$ cat config.mk
export PLATFORM = sky130hd
export DESIGN_NAME = deadband_gen
export DESIGN_NICKNAME = d
export VERILOG_FILES = /design/src/rtl/deadband_pkg.sv /design/src/rtl/deadband_cfg.sv /design/src/rtl/deadband_timer.sv /design/src/rtl/deadband_gen.sv
export SDC_FILE = /design/constraint.sdc
export NUM_CORES = 1
export LEC_CHECK = 0
export ABC_CLOCK_PERIOD_IN_PS = 3500
export BUFFER_PORTS_ARGS = -buffer_cell sky130_fd_sc_hd__buf_4
export CORE_AREA = 2 2 49 51
export DETAILED_ROUTE_END_ITERATION = 10
export DIE_AREA = 0 0 51 53
export GPL_TIMING_DRIVEN = 0
export PLACE_DENSITY = 0.85
export SLEW_MARGIN = 25
export SYNTH_ARGS = -nofsm -noshare
export SYNTH_HDL_FRONTEND = slang
export SYNTH_SLANG_ARGS = --single-unit
$ cat constraint.sdc
create_clock -name clk -period 3.5 [get_ports clk]
set_input_delay 0.7 -clock clk [delete_from_list [all_inputs] [get_ports clk]]
set_output_delay 0.7 -clock clk [all_outputs]
set_load 0.03 [all_outputs]
$ cat src/rtl/deadband_pkg.sv
package deadband_pkg;

    localparam int CODE_W = 8;
    localparam int DT_W   = 10;

    typedef enum logic [1:0] {
        RNG_FINE,
        RNG_X2,
        RNG_X8,
        RNG_X16
    } db_range_e;

    typedef struct packed {
        logic [CODE_W-1:0] code;
        logic              out_en;
        logic              brk_en;
        logic              brk_pol;
    } db_cfg_t;

    function automatic db_range_e range_of(logic [CODE_W-1:0] c);
        if (!c[7])      return RNG_FINE;
        else if (!c[6]) return RNG_X2;
        else if (!c[5]) return RNG_X8;
        else            return RNG_X16;
    endfunction

    function automatic logic [DT_W-1:0] dt_decode(logic [CODE_W-1:0] c);
        logic [DT_W-1:0] d;
        unique case (range_of(c))
            RNG_FINE: d = {2'b00, c};
            RNG_X2:   d = (DT_W'(64) + {4'b0000, c[5:0]}) << 1;
            RNG_X8:   d = (DT_W'(32) + {5'b00000, c[4:0]}) << 3;
            default:  d = (DT_W'(32) + {5'b00000, c[4:0]}) << 4;
        endcase
        return d;
    endfunction

endpackage

$ cat src/rtl/deadband_cfg.sv
module deadband_cfg
    import deadband_pkg::*;
#(
    parameter int LOCK_W = 2
) (
    input  logic              clk,
    input  logic              rst,
    input  logic              wr_en,
    input  db_cfg_t           wr_data,
    input  logic [LOCK_W-1:0] lock_lvl,
    output db_cfg_t           cfg_q
);

    logic wr_ok;
    assign wr_ok = wr_en && (lock_lvl == '0);

    always_ff @(posedge clk) begin
        if (rst) begin
            cfg_q <= '0;
        end else if (wr_ok) begin
            cfg_q <= wr_data;
        end
    end

    // a nonzero lock level freezes every configuration field
    a_r8_lock_hold: assert property (@(posedge clk) disable iff (rst)
        (lock_lvl != '0) |=> $stable(cfg_q));

endmodule

$ cat src/rtl/deadband_timer.sv
module deadband_timer
    import deadband_pkg::*;
#(
    parameter int TICK_DIV = 1
) (
    input  logic            clk,
    input  logic            rst,
    input  logic            ref_in,
    input  logic [DT_W-1:0] dt_ticks,
    output logic            lvl,
    output logic            done
);

    localparam int PRE_W = (TICK_DIV > 1) ? $clog2(TICK_DIV) : 1;

    logic            ref_q;
    logic            edge_det;
    logic            step;
    logic [DT_W-1:0] tcnt;

    assign edge_det = ref_in ^ ref_q;

    generate
        if (TICK_DIV == 1) begin : g_no_pre
            assign step = 1'b1;
        end else begin : g_pre
            logic [PRE_W-1:0] pre;
            always_ff @(posedge clk) begin
                if (rst || edge_det) begin
                    pre <= PRE_W'(TICK_DIV - 1);
                end else if (tcnt != '0) begin
                    pre <= (pre == '0) ? PRE_W'(TICK_DIV - 1) : pre - 1'b1;
                end
            end
            assign step = (pre == '0);
        end
    endgenerate

    always_ff @(posedge clk) begin
        if (rst) begin
            ref_q <= 1'b0;
            tcnt  <= '0;
        end else begin
            ref_q <= ref_in;
            if (edge_det) begin
                tcnt <= dt_ticks;
            end else if (tcnt != '0 && step) begin
                tcnt <= tcnt - 1'b1;
            end
        end
    end

    assign lvl  = ref_q;
    assign done = (tcnt == '0);

    // a reference edge with a nonzero dead band blanks the incoming side
    a_r6_edge_blank: assert property (@(posedge clk) disable iff (rst)
        (edge_det && dt_ticks != '0) |=> !done);

    // between edges the count only holds or drops by one
    a_r6_count_step: assert property (@(posedge clk) disable iff (rst)
        (!edge_det && tcnt != '0) |=>
        (tcnt == $past(tcnt) || tcnt == $past(tcnt) - 1'b1));

endmodule

$ cat src/rtl/deadband_gen.sv
module deadband_gen
    import deadband_pkg::*;
#(
    parameter int TICK_DIV = 1,
    parameter int LOCK_W   = 2
) (
    input  logic              clk,
    input  logic              rst,
    input  logic              ref_in,
    input  logic              wr_en,
    input  logic [7:0]        wr_code,
    input  logic              wr_out_en,
    input  logic              wr_brk_en,
    input  logic              wr_brk_pol,
    input  logic [LOCK_W-1:0] lock_lvl,
    input  logic              brk_in,
    output logic              out_hi,
    output logic              out_lo
);

    db_cfg_t         wr_data;
    db_cfg_t         cfg_q;
    logic [DT_W-1:0] dt_ticks;
    logic            lvl;
    logic            done;
    logic            brk_act;
    logic            drive_ok;

    assign wr_data = '{code: wr_code, out_en: wr_out_en,
                       brk_en: wr_brk_en, brk_pol: wr_brk_pol};

    deadband_cfg #(.LOCK_W(LOCK_W)) u_cfg (
        .clk      (clk),
        .rst      (rst),
        .wr_en    (wr_en),
        .wr_data  (wr_data),
        .lock_lvl (lock_lvl),
        .cfg_q    (cfg_q)
    );

    assign dt_ticks = dt_decode(cfg_q.code);

    deadband_timer #(.TICK_DIV(TICK_DIV)) u_timer (
        .clk      (clk),
        .rst      (rst),
        .ref_in   (ref_in),
        .dt_ticks (dt_ticks),
        .lvl      (lvl),
        .done     (done)
    );

    always_ff @(posedge clk) begin
        if (rst) begin
            brk_act <= 1'b0;
        end else begin
            brk_act <= cfg_q.brk_en && (brk_in == cfg_q.brk_pol);
        end
    end

    assign drive_ok = cfg_q.out_en && !brk_act && done;
    assign out_hi   = drive_ok && lvl;
    assign out_lo   = drive_ok && !lvl;

    // an active break pulls both outputs low after the next edge
    a_r9_break: assert property (@(posedge clk) disable iff (rst)
        (cfg_q.brk_en && (brk_in == cfg_q.brk_pol)) |=> (!out_hi && !out_lo));

endmodule

==> results of run 1 <==
registers in the layout, indices dropped and copies added, names as in the netlist:
name	cells
brk_act	1
u_cfg.cfg_q	11
u_timer.lvl	1
u_timer.tcnt	10
worst register-to-register path: stages (launching register included):
cell     delay [ns]
dfxtp_1        0.37
or4_1          0.56
buf_6          0.16
nor3_4         0.31
a21o_2         0.29
nor3b_1        0.08
kinds of logic (layout without fill, tap and decap cells):
family | after synthesis | count (layout) | synth area share
DFF | 23 | 23 | 0.3691
AOI/OAI and AO/OA | 38 | 38 | 0.2076
xor gates and xnor gates | 9 | 9 | 0.06319
adders and majority gates | 1 | 1 | 0.01003
and+or+nand+nor | 62 | 62 | 0.2818
muxes | 1 | 1 | 0.008024
buffers and inverters | 13 | 36 | 0.06016
cells in the final DEF (no fill, tap or decap), types with 2 or more instances in the layout:
cell type,netlist,routed
a21oi_1,14,14
nor3b_1,3,3
nand2b_1,2,2
nor2b_1,4,4
clkbuf_1,4,5
o21ai_0,3,3
xor2_1,3,3
nor3_1,2,2
nand3_1,2,2
a211oi_1,5,5
nor2_1,5,5
dfxtp_1,23,23
a31oi_1,3,3
and2_1,2,2
or3_1,2,2
nand2_1,28,28
clkbuf_4,0,3
or4_1,2,2
a211oi_2,2,2
xnor2_1,6,6
buf_4,2,21
inv_1,4,4
where the power goes:
part	internal, W	leakage (nW)	switching (W)	total [W]
sequential	0.000288	0.188	0.0000272	0.000315
combinational	0.000113	0.346	0.000116	0.000228
clock	0.0000446	0.0150	0.0000827	0.000127
stage by stage:
step	worst slack (ns)	hold slack [ns]	total power [W]	utilization	cells
4_1_cts	0.6577	0.4795	0.0006742	0.6756	198
6_report	0.6673	0.4767	0.0006711	0.6756	198
3_5_place_dp	1.019	0.4605	0.0005500	0.6634	194
3_3_place_gp	1.080	0.4466	0.0005376	0.6634	194
2_1_floorplan	1.155	0.4315	0.0004958	-	147
5_1_grt	0.5826	0.4996	0.0007093	0.6756	198
layer usage:
layer	vias to the layer above	global-route usage	wire length [um]
met5	-	0	0
li1	567	-	-
met2	22	0.3874	1299
met3	7	0.03390	102
met1	512	0.2413	1113
met4	0	0.1351	72
cell usage after synthesis (all sizes together):
master    n
inv       4
nand3b    1
a211o     1
o21ai     3
or2b      1
or3       2
ha        1
a31oi     3
nand2b    2
and4b     1
o2bb2ai   1
and4bb    1
or4       3
a21o      2
nand3     2
a21boi    1
o311ai    1
o21a      1
o211a     1
clkbuf    5
a21oi    14
nor3b     3
a211oi    7
a311oi    1
xnor2     6
xor2      3
dfxtp    23
nor4b     1
nor4      2
o31ai     1
buf       4
nand4b    1
and2      2
nor2      5
nand2    28
nor3      3
o221ai    1
mux2i     1
nor2b     4
final timing paths:
path | slack (ns) | endpoint | from | cells after the start
worst max-delay path | 0.67 | out_lo | u_timer.tcnt[2]$_SDFFE_PP0P_ | 5
worst min-delay path | 0.48 | u_cfg.cfg_q[1]$_SDFFE_PP0P_ | u_cfg.cfg_q[1]$_SDFFE_PP0P_ | 2
worst max register to register | 1.64 | u_timer.tcnt[3]$_SDFFE_PP0P_ | u_timer.tcnt[2]$_SDFFE_PP0P_ | 5
worst min register to register | 0.48 | u_cfg.cfg_q[1]$_SDFFE_PP0P_ | u_cfg.cfg_q[1]$_SDFFE_PP0P_ | 2
layout make-up:
cell class / count / share of cell area
inverter: 4 / 0.01034
buffer: 9 / 0.04138
timing repair buffer: 19 / 0.09828
tap: 28 / 0.02414
clock buffer: 4 / 0.01810
sequential: 23 / 0.3172
multi-input combinational: 111 / 0.4905
==> metrics.csv, run 1 <==
stage,metric,value,unit
run_status,status,finished clean,
routing,number of remaining DRC errors,0,
routing,drt via density,5.596,
clocking,Post-CTS Setup Bufs,0,
global_route,initial antenna violation count,0,
finish,fill cell count,170,
worst_hold_path,worst min path class,reg2reg,
placement,buffers added on ports,19,
synthesis,post-synth top area share,0.3691,
worst_setup_path,crit start category,flop,
synthesis,synthesized net count,166,
synthesis,cell area after synthesis,0.001247,mm2
synthesis,Yosys warnings,0,
die,chip height,53,um
clocking,clock root buffer,clkbuf_4,
die,num ports,20,
global_route,vias in the first global route,1009,
die,die span in x,51,um
finish,fin nets,190,
worst_setup_path,CP Cell Sequence,or4_1 -> buf_6 -> nor3_4 -> and4bb_2 -> buf_4,
timing,"Slew Viols, Final",0,
finish,share of cells above drive strength 1,0.2000,
die,DIE AREA,0.002703,mm2
timing,min Tclk post-route,2.833,ns
timing,worst slew pin tran,0.6097,ns
pwr,maximum vdd drop,0.3524,mV
routing,DR pass1 iterations,4,
finish,Sequential Area,460.4,um2
worst_setup_path,CP max stage delay,0.56,ns
worst_setup_path,WP buf/inv,2,
timing,max frequency,353.0,MHz
finish,Area Growth Syn to Fin,16.35,%
routing,WL/cell,13.07,um
job,Max Cap Viol,0,
die,row cnt,17,
clocking,clock-pin slew on the worst setup and hold paths,0.13,ns
synthesis,register bit total from synthesis,23,
global_route,largest net degree at the start of global routing,13,
finish,area taken by multi-input logic gates,711.9,um2
routing,antenna-violating nets left,0,
routing,routed wire length,2587,um
synthesis,register area share after synthesis,0.3691,
placement,Post-DP Area,0.001425,mm2
clocking,CTS max path bufs,2,
clocking,clk_lat worst skew,0.32,ns
synthesis,number of distinct library cells after synthesis,47,
clocking,CTS sink count,23,
finish,# diodes,0,
global_route,grt ovf,0,
timing,setup TNS,0,ns
worst_setup_path,CP arrival,2.13,ns
clocking,CTS tree,built,
pwr,PwrDens,462.4,mW/mm2
pwr,LEAKAGE,0.5496,nW
timing,Max-slew headroom,0.5906,
worst_setup_path,critical path capture point type,output pin,
timing,unrepaired setup endpoints after global routing,false,
timing,clk_skew,0.007676,ns
die,Initial Util,0.5807,
placement,GPL Wtd Cong,0.8094,
finish,fin area,0.001451,mm2
timing,Setup Viol. Count Final,0,
worst_setup_path,CP max stage cell,or4_1,
clocking,cts hold-fix bufs,0,
clocking,TritonCTS Buffers,3,
clocking,htree depth,1,
die,core area,0.002148,mm2
routing,initial DRC count,15,
worst_setup_path,Max Fanout on Critical Path,7,
worst_setup_path,Crit path max-delay family,simple AND/OR/NAND/NOR gates,
timing,period utilization,0.8093,
global_route,GRT Util Overall,0.2173,
synthesis,average size of a mapped cell,8.486,um2
synthesis,largest cells by area after synthesis,"dfxtp_1, nand2_1, a21oi_1",
synthesis,Synth area leader,dfxtp_1,
placement,dpl hpwl,1963,um
worst_setup_path,WS Path Type,reg2out,
global_route,first-pass GRT wire length,4333,um
synthesis,Mapped Cells,147,
routing,via count,1108,
worst_setup_path,WP data required,2.80,ns
timing,Hold Fails Final Rpt,0,
clocking,# resized after CTS,0,
Power figures use the tool's default switching activity.
==> run 2, diff against run 1 <==
- ABC_CLOCK_PERIOD_IN_PS: 3500 -> 2560
- CORE_AREA: 2 2 49 51 -> 2 2 54 56
- DIE_AREA: 0 0 51 53 -> 0 0 56 58
- PLACE_DENSITY: 0.85 -> 0.75
- clock period: 3.5 -> 2.56 ns (I/O delays scaled with it)
==> metrics.csv, run 2 (synthesis results as in run 1) <==
stage,metric,value,unit,change
global_route,vias in the first global route,957,,-5.2%
finish,Area Growth Syn to Fin,17.55,%,
die,row cnt,19,,+2
timing,max frequency,406.7,MHz,
timing,min Tclk post-route,2.459,ns,
pwr,switching share of power,0.3337,,-0.002207
die,num ports,20,,unchanged
timing,clk_skew,0.002531,ns,-0.005145 ns
die,die span in x,56,um,+9.8%
worst_setup_path,Reg-to-Reg Start,u_timer.tcnt[0]$_SDFFE_PP0P_,,
global_route,GRT Util Overall,0.1664,,-0.05096
routing,drt via density,5.493,,-1.8%
finish,Largest register FFs,11,,unchanged
finish,Sequential Area,464.2,um2,+0.82%
worst_setup_path,CP Cell Sequence,or4_4 -> nor3_4 -> and4b_1 -> buf_4,,
placement,GPL Wtd Cong,0.7999,,-1.2%
clocking,CTS max path bufs,2,,unchanged
worst_setup_path,crit path launch,u_timer.tcnt[5]$_SDFFE_PP0P_,,
timing,Max-slew headroom,0.5530,,-0.03766
worst_setup_path,critical path capture point type,output pin,,
clocking,CTS sink count,23,,unchanged
die,DIE AREA,0.003248,mm2,+20%
global_route,grt ovf,0,,unchanged
placement,buffers added on ports,19,,unchanged
worst_setup_path,WS Path Type,reg2out,,
finish,largest registers,"u_cfg.cfg_q: 11 flops, u_timer.tcnt: 10 flops",,
worst_setup_path,CP arrival,1.95,ns,-0.18 ns
timing,unrepaired setup endpoints after global routing,false,,
pwr,combinational share of power,0.341,,about the same
global_route,first-pass GRT wire length,4353,um,+0.46%
pwr,P_sw,0.0003051,W,+35%
pwr,Clock power frac,0.184,,-0.006
pwr,PwrDens,623.4,mW/mm2,+35%
finish,area taken by multi-input logic gates,718.2,um2,+0.88%
timing,Min Hold Slack,0.4305,ns,-0.04617 ns
clocking,clock root buffer,clkbuf_4,,
clocking,htree depth,1,,unchanged
placement,dpl hpwl,1865,um,-5.0%
worst_setup_path,WP data required,2.05,ns,-0.75 ns
routing,initial DRC count,35,,+20
finish,fin nets,190,,unchanged
timing,"Slew Viols, Final",0,,unchanged
pwr,LEAKAGE,0.5521,nW,+0.45%
timing,period utilization,0.9604,,
timing,setup TNS,0,ns,unchanged
routing,via count,1104,,-0.36%
run_status,status,finished clean,,
worst_setup_path,WP buf/inv,1,,-1
worst_setup_path,crit start category,flop,,
worst_setup_path,Max Fanout on Critical Path,6,,-1
pwr,internal power,0.0006091,W,+37%
global_route,largest net degree at the start of global routing,14,,+1
die,chip height,58,um,+9.4%
worst_setup_path,Crit path max-delay family,simple AND/OR/NAND/NOR gates,,
pwr,maximum vdd drop,0.3933,mV,+12%
job,Max Cap Viol,0,,unchanged
finish,"commonest non-fill, non-tap cell in the layout",nand2_1,,
timing,Setup Viol. Count Final,0,,unchanged
worst_setup_path,CP max stage cell,or4_4,,
global_route,initial antenna violation count,0,,unchanged
worst_hold_path,worst min path class,in2reg,,
clocking,clk_lat worst skew,0.31,ns,about the same
finish,"commonest cells after routing, fill and taps aside","nand2_1, dfxtp_1, buf_4, a21oi_1, xnor2_1",,
worst_setup_path,CP max stage delay,0.60,ns,+0.04 ns
die,core area,0.002663,mm2,+24%
pwr,Flop pwr share,0.475,,+0.005
finish,share of cells above drive strength 1,0.2235,,+0.02353
finish,# diodes,0,,unchanged
routing,number of remaining DRC errors,0,,unchanged
routing,WL/cell,12.61,um,-3.5%
worst_hold_path,hold path start,wr_code[3],,
finish,fill cell count,259,,+52%
timing,worst slew pin tran,0.6658,ns,+0.05609 ns
finish,Largest Register,u_cfg.cfg_q,,
routing,routed wire length,2535,um,-2.0%
clocking,clock-pin slew on the worst setup and hold paths,0.13,ns,about the same
die,Initial Util,0.4685,,-0.1121
routing,DR pass1 iterations,4,,unchanged
clocking,TritonCTS Buffers,3,,unchanged
timing,Hold Fails Final Rpt,0,,unchanged
clocking,cts hold-fix bufs,0,,unchanged
clocking,CTS tree,built,,
routing,antenna-violating nets left,0,,unchanged
[run 2: cell count changes in the layout (fill, tap and decap cells not counted), sizes merged]
cell	change
clkinv	+1
clkbuf	-1
[run 2: worst reg2reg max path: stages, from the launching register on]
cell,delay (ns)
dfxtp_1,0.42
inv_1,0.08
ha_2,0.21
or2b_1,0.23
nor3_4,0.07
buf_4,0.14
or4_1,0.45
o311ai_0,0.10
[run 2: metrics by stage]
step	worst slack, ns	total power, W	instances	cell area (um2)	util
final	0.1014	0.0009142	201	1466	0.5508
after global routing	0.01790	0.0009785	201	1466	0.5508
after CTS	0.01384	0.0009163	201	1456	0.5470
after detailed placement	0.3118	0.0007468	197	1429	0.5367
after global placement	0.3250	0.0007372	197	1429	0.5367
after floorplan	0.4031	0.0006778	147	1247	-
[run 2: path summary, 6_finish.rpt]
check	end	slack, ns	cells after the start
worst max-delay path	out_hi	0.10	4
worst min-delay path	u_cfg.cfg_q[6]$_SDFFE_PP0P_	0.43	3
worst max register to register	u_timer.tcnt[1]$_SDFFE_PP0P_	0.76	7
worst min register to register	u_cfg.cfg_q[1]$_SDFFE_PP0P_	0.46	2
[run 2: layout make-up]
| class | instances | area share |
|---|---|---|
| inverter | 4 | 0.01024 |
| sequential | 23 | 0.3166 |
| multi-input combinational | 111 | 0.4898 |
| tap | 31 | 0.02645 |
| timing repair buffer | 20 | 0.1049 |
| clock buffer | 3 | 0.01536 |
| buffer | 8 | 0.03328 |
| clock inverter | 1 | 0.003413 |
[run 2: what timing repair did]
action	CTS	global route
setup buffers	0	1
pin swaps	1	3
gates resized for setup	0	5
setup endpoints to repair	2	2
[run 2: power groups by stage]
stage | Clock [W] | Sequential (W) | Combinational, W
after detailed placement | 0 | 0.000439 | 0.000308
final | 0.000169 | 0.000434 | 0.000311
after global routing | 0.000190 | 0.000441 | 0.000348
after global placement | 0 | 0.000436 | 0.000301
after CTS | 0.000175 | 0.000431 | 0.000310
after floorplan | 0 | 0.000429 | 0.000249
[run 2: metal layers]
metal | global-route usage | part of all wire
met5 | 0 | 0
met4 | 0.05442 | 0.013
met1 | 0.2388 | 0.45
met2 | 0.2588 | 0.48
met3 | 0.02455 | 0.048
==> run 3, diff against run 2 <==
- ABC_AREA: default -> 1
- PLACE_DENSITY: 0.75 -> 0.76
==> metrics.csv, run 3 <==
stage,metric,value,unit,change
timing,Setup Viol. Count Final,0,,unchanged
timing,"Slew Viols, Final",0,,unchanged
die,Initial Util,0.4770,,+0.008459
synthesis,cell area after synthesis,0.001270,mm2,+1.8%
die,die span in x,56,um,unchanged
finish,largest registers,"u_cfg.cfg_q: 11 flops, u_timer.tcnt: 10 flops",,
synthesis,register bit total from synthesis,23,,unchanged
global_route,initial antenna violation count,0,,unchanged
pwr,Clock power frac,0.172,,-0.012
synthesis,ys async rst share,0,,unchanged
synthesis,synthesized net count,214,,+29%
pwr,PwrDens,664.3,mW/mm2,+6.6%
routing,DR pass1 iterations,4,,unchanged
worst_setup_path,WS Path Type,reg2out,,
worst_setup_path,critical path capture point type,output pin,,
clocking,CTS max path bufs,2,,unchanged
synthesis,top-count cell post-synth,nand2_1,,
pwr,Flop pwr share,0.447,,-0.028
timing,Hold Fails Final Rpt,0,,unchanged
synthesis,most instantiated cells after synthesis,"nand2_1, nor2_1, dfxtp_1",,
worst_setup_path,Crit path max-delay family,simple AND/OR/NAND/NOR gates,,
global_route,first-pass GRT wire length,4733,um,+8.7%
timing,max frequency,438.1,MHz,+7.7%
synthesis,Synth area leader,dfxtp_1,,
finish,Area Growth Syn to Fin,16.45,%,
placement,dpl cells,245,,+24%
placement,Post-DP Area,0.001451,mm2,+1.6%
global_route,GRT Util Overall,0.1803,,+0.01392
synthesis,number of distinct library cells after synthesis,25,,-47%
worst_setup_path,Max Fanout on Critical Path,5,,-1
clocking,clock root buffer,clkbuf_4,,
worst_setup_path,Reg-to-Reg Start,u_timer.tcnt[0]$_SDFFE_PP0P_,,
die,row cnt,19,,unchanged
die,core area,0.002663,mm2,unchanged
synthesis,Yosys warnings,0,,unchanged
global_route,grt ovf,0,,unchanged
pwr,switching share of power,0.3848,,+0.05102
die,num ports,20,,unchanged
timing,Max-slew headroom,0.7198,,+0.1669
placement,dpl hpwl,2113,um,+13%
timing,Min Hold Slack,0.3643,ns,-0.06615 ns
job,Max Cap Viol,0,,unchanged
worst_setup_path,crit path launch,u_timer.tcnt[0]$_SDFFE_PP0P_,,
synthesis,number of flops mapped to enable cells by yosys,0,,unchanged
routing,initial DRC count,36,,+2.9%
pwr,internal power,0.0006044,W,-0.77%
clocking,htree depth,1,,unchanged
finish,"commonest cells after routing, fill and taps aside","nand2_1, nor2_1, dfxtp_1, buf_4, inv_1",,
clocking,TritonCTS Buffers,3,,unchanged
clocking,clk_lat worst skew,0.31,ns,about the same
finish,fill cell count,270,,+4.2%
worst_hold_path,hold path start,brk_in,,
synthesis,largest cells by area after synthesis,"dfxtp_1, nand2_1, nor2_1",,
global_route,largest net degree at the start of global routing,14,,unchanged
synthesis,Mapped Cells,195,,+33%
pwr,P_sw,0.0003780,W,+24%
timing,clk_skew,0.001194,ns,-0.001337 ns
global_route,vias in the first global route,1179,,+23%
synthesis,register area share after synthesis,0.3626,,-0.006546
worst_setup_path,CP arrival,1.77,ns,-0.18 ns
finish,"commonest non-fill, non-tap cell in the layout",nand2_1,,
clocking,Post-CTS Setup Bufs,0,,unchanged
routing,routed wire length,2614,um,+3.1%
finish,Largest Register,u_cfg.cfg_q,,
die,chip height,58,um,unchanged
finish,Largest register FFs,11,,unchanged
run_status,status,finished clean,,
routing,via count,1253,,+13%
clocking,# resized after CTS,0,,unchanged
placement,GPL Wtd Cong,0.9122,,+14%
timing,setup TNS,0,ns,unchanged
worst_hold_path,worst min path class,in2reg,,
clocking,cts hold-fix bufs,0,,unchanged
clocking,CTS tree,built,,
finish,fin area,0.001479,mm2,+0.85%
timing,unrepaired setup endpoints after global routing,false,,
worst_setup_path,CP max stage delay,0.36,ns,-0.24 ns
synthesis,average size of a mapped cell,6.513,um2,-23%
timing,worst slew pin tran,0.4203,ns,-0.2455 ns
worst_setup_path,CP Cell Sequence,inv_1 -> ha_1 -> nand3_2 -> nor2_4 -> nand4_1 -> nor2_1 -> buf_4,,
pwr,maximum vdd drop,0.3732,mV,-5.1%
pwr,LEAKAGE,0.6585,nW,+19%
worst_setup_path,CP max stage cell,dfxtp_1,,
synthesis,"Top FF cell, synth",dfxtp_1,,
finish,fin nets,238,,+25%
clocking,clock-pin slew on the worst setup and hold paths,0.13,ns,about the same
placement,buffers added on ports,19,,unchanged
synthesis,post-synth top area share,0.3626,,-0.006546
routing,WL/cell,10.50,um,-17%
finish,final std cells w/o fill,249,,+24%
die,DIE AREA,0.003248,mm2,unchanged
routing,antenna-violating nets left,0,,unchanged
worst_setup_path,WP data required,2.05,ns,about the same
worst_setup_path,crit start category,flop,,
routing,drt via density,5.032,,-8.4%
pwr,combinational share of power,0.381,,+0.040
worst_setup_path,WP buf/inv,2,,+1
clocking,CTS sink count,23,,unchanged
finish,# diodes,0,,unchanged
timing,period utilization,0.8915,,-0.06887
routing,number of remaining DRC errors,0,,unchanged
finish,share of cells above drive strength 1,0.2064,,-0.01711
timing,min Tclk post-route,2.282,ns,-0.1763 ns
## run 3: cell types whose count changed after synthesis, sizes merged, moves of 4 or more
cell / before / now
xnor2: 6 / 1
inv: 4 / 24
nand4: 0 / 4
nor2: 5 / 33
nand2: 28 / 49
nand3: 2 / 16
o21ai: 3 / 21
nor2b: 4 / 0
a211oi: 7 / 0
## run 3: metal layers
metal	GRT usage	routed length (um)	vias up
li1	-	-	673
met4	0.09864	70	0
met1	0.2225	1221	544
met2	0.3042	1233	27
met5	0	0	-
met3	0.02679	89	9
## run 3: logic make-up (layout without fill, tap and decap cells)
group | count (synthesis) | after routing | share of synthesized area
flops | 23 | 23 | 0.3626
compound gates | 38 | 38 | 0.1566
xor+xnor | 2 | 2 | 0.01380
buf+inv | 29 | 52 | 0.09064
simple gates | 102 | 102 | 0.3665
fa+ha+maj | 1 | 1 | 0.009851
## run 3: power groups by stage
| stage | clock (W) | combinational [W] | sequential, W |
|---|---|---|---|
| CTS | 0.000176 | 0.000373 | 0.000439 |
| finish | 0.000169 | 0.000374 | 0.000439 |
| floorplan | 0 | 0.000293 | 0.000439 |
| global route | 0.000192 | 0.000428 | 0.000446 |
| global placement | 0 | 0.000367 | 0.000446 |
| detailed placement | 0 | 0.000371 | 0.000447 |
## run 3: worst paths after layout
kind	to	slack, ns	cells past startpoint
setup reg to reg	u_timer.tcnt[0]$_SDFFE_PP0P_	1.03	8
setup / recovery	out_hi	0.28	7
hold reg to reg	brk_act$_SDFF_PP0_	0.49	2
hold / removal	brk_act$_SDFF_PP0_	0.36	2
## run 3: final cells by class
type	instances	area, um2	area share
multi-input combinational	143	694.4	0.4695
sequential	23	460.4	0.3113
timing repair buffer	19	142.6	0.09645
inverter	25	97.59	0.06599
tap	31	38.79	0.02623
clock buffer	3	22.52	0.01523
buffer	4	17.52	0.01184
clock inverter	1	5.005	0.003384
## run 3: metrics by stage
stage | total power, W | utilization | setup slack (ns)
final | 0.0009824 | 0.5555 | 0.2777
after global placement | 0.0008121 | 0.5451 | 0.6600
after detailed placement | 0.0008177 | 0.5451 | 0.6376
after CTS | 0.0009875 | 0.5555 | 0.2690
after floorplan | 0.0007316 | - | 0.6386
after global routing | 0.001066 | 0.5555 | 0.1797
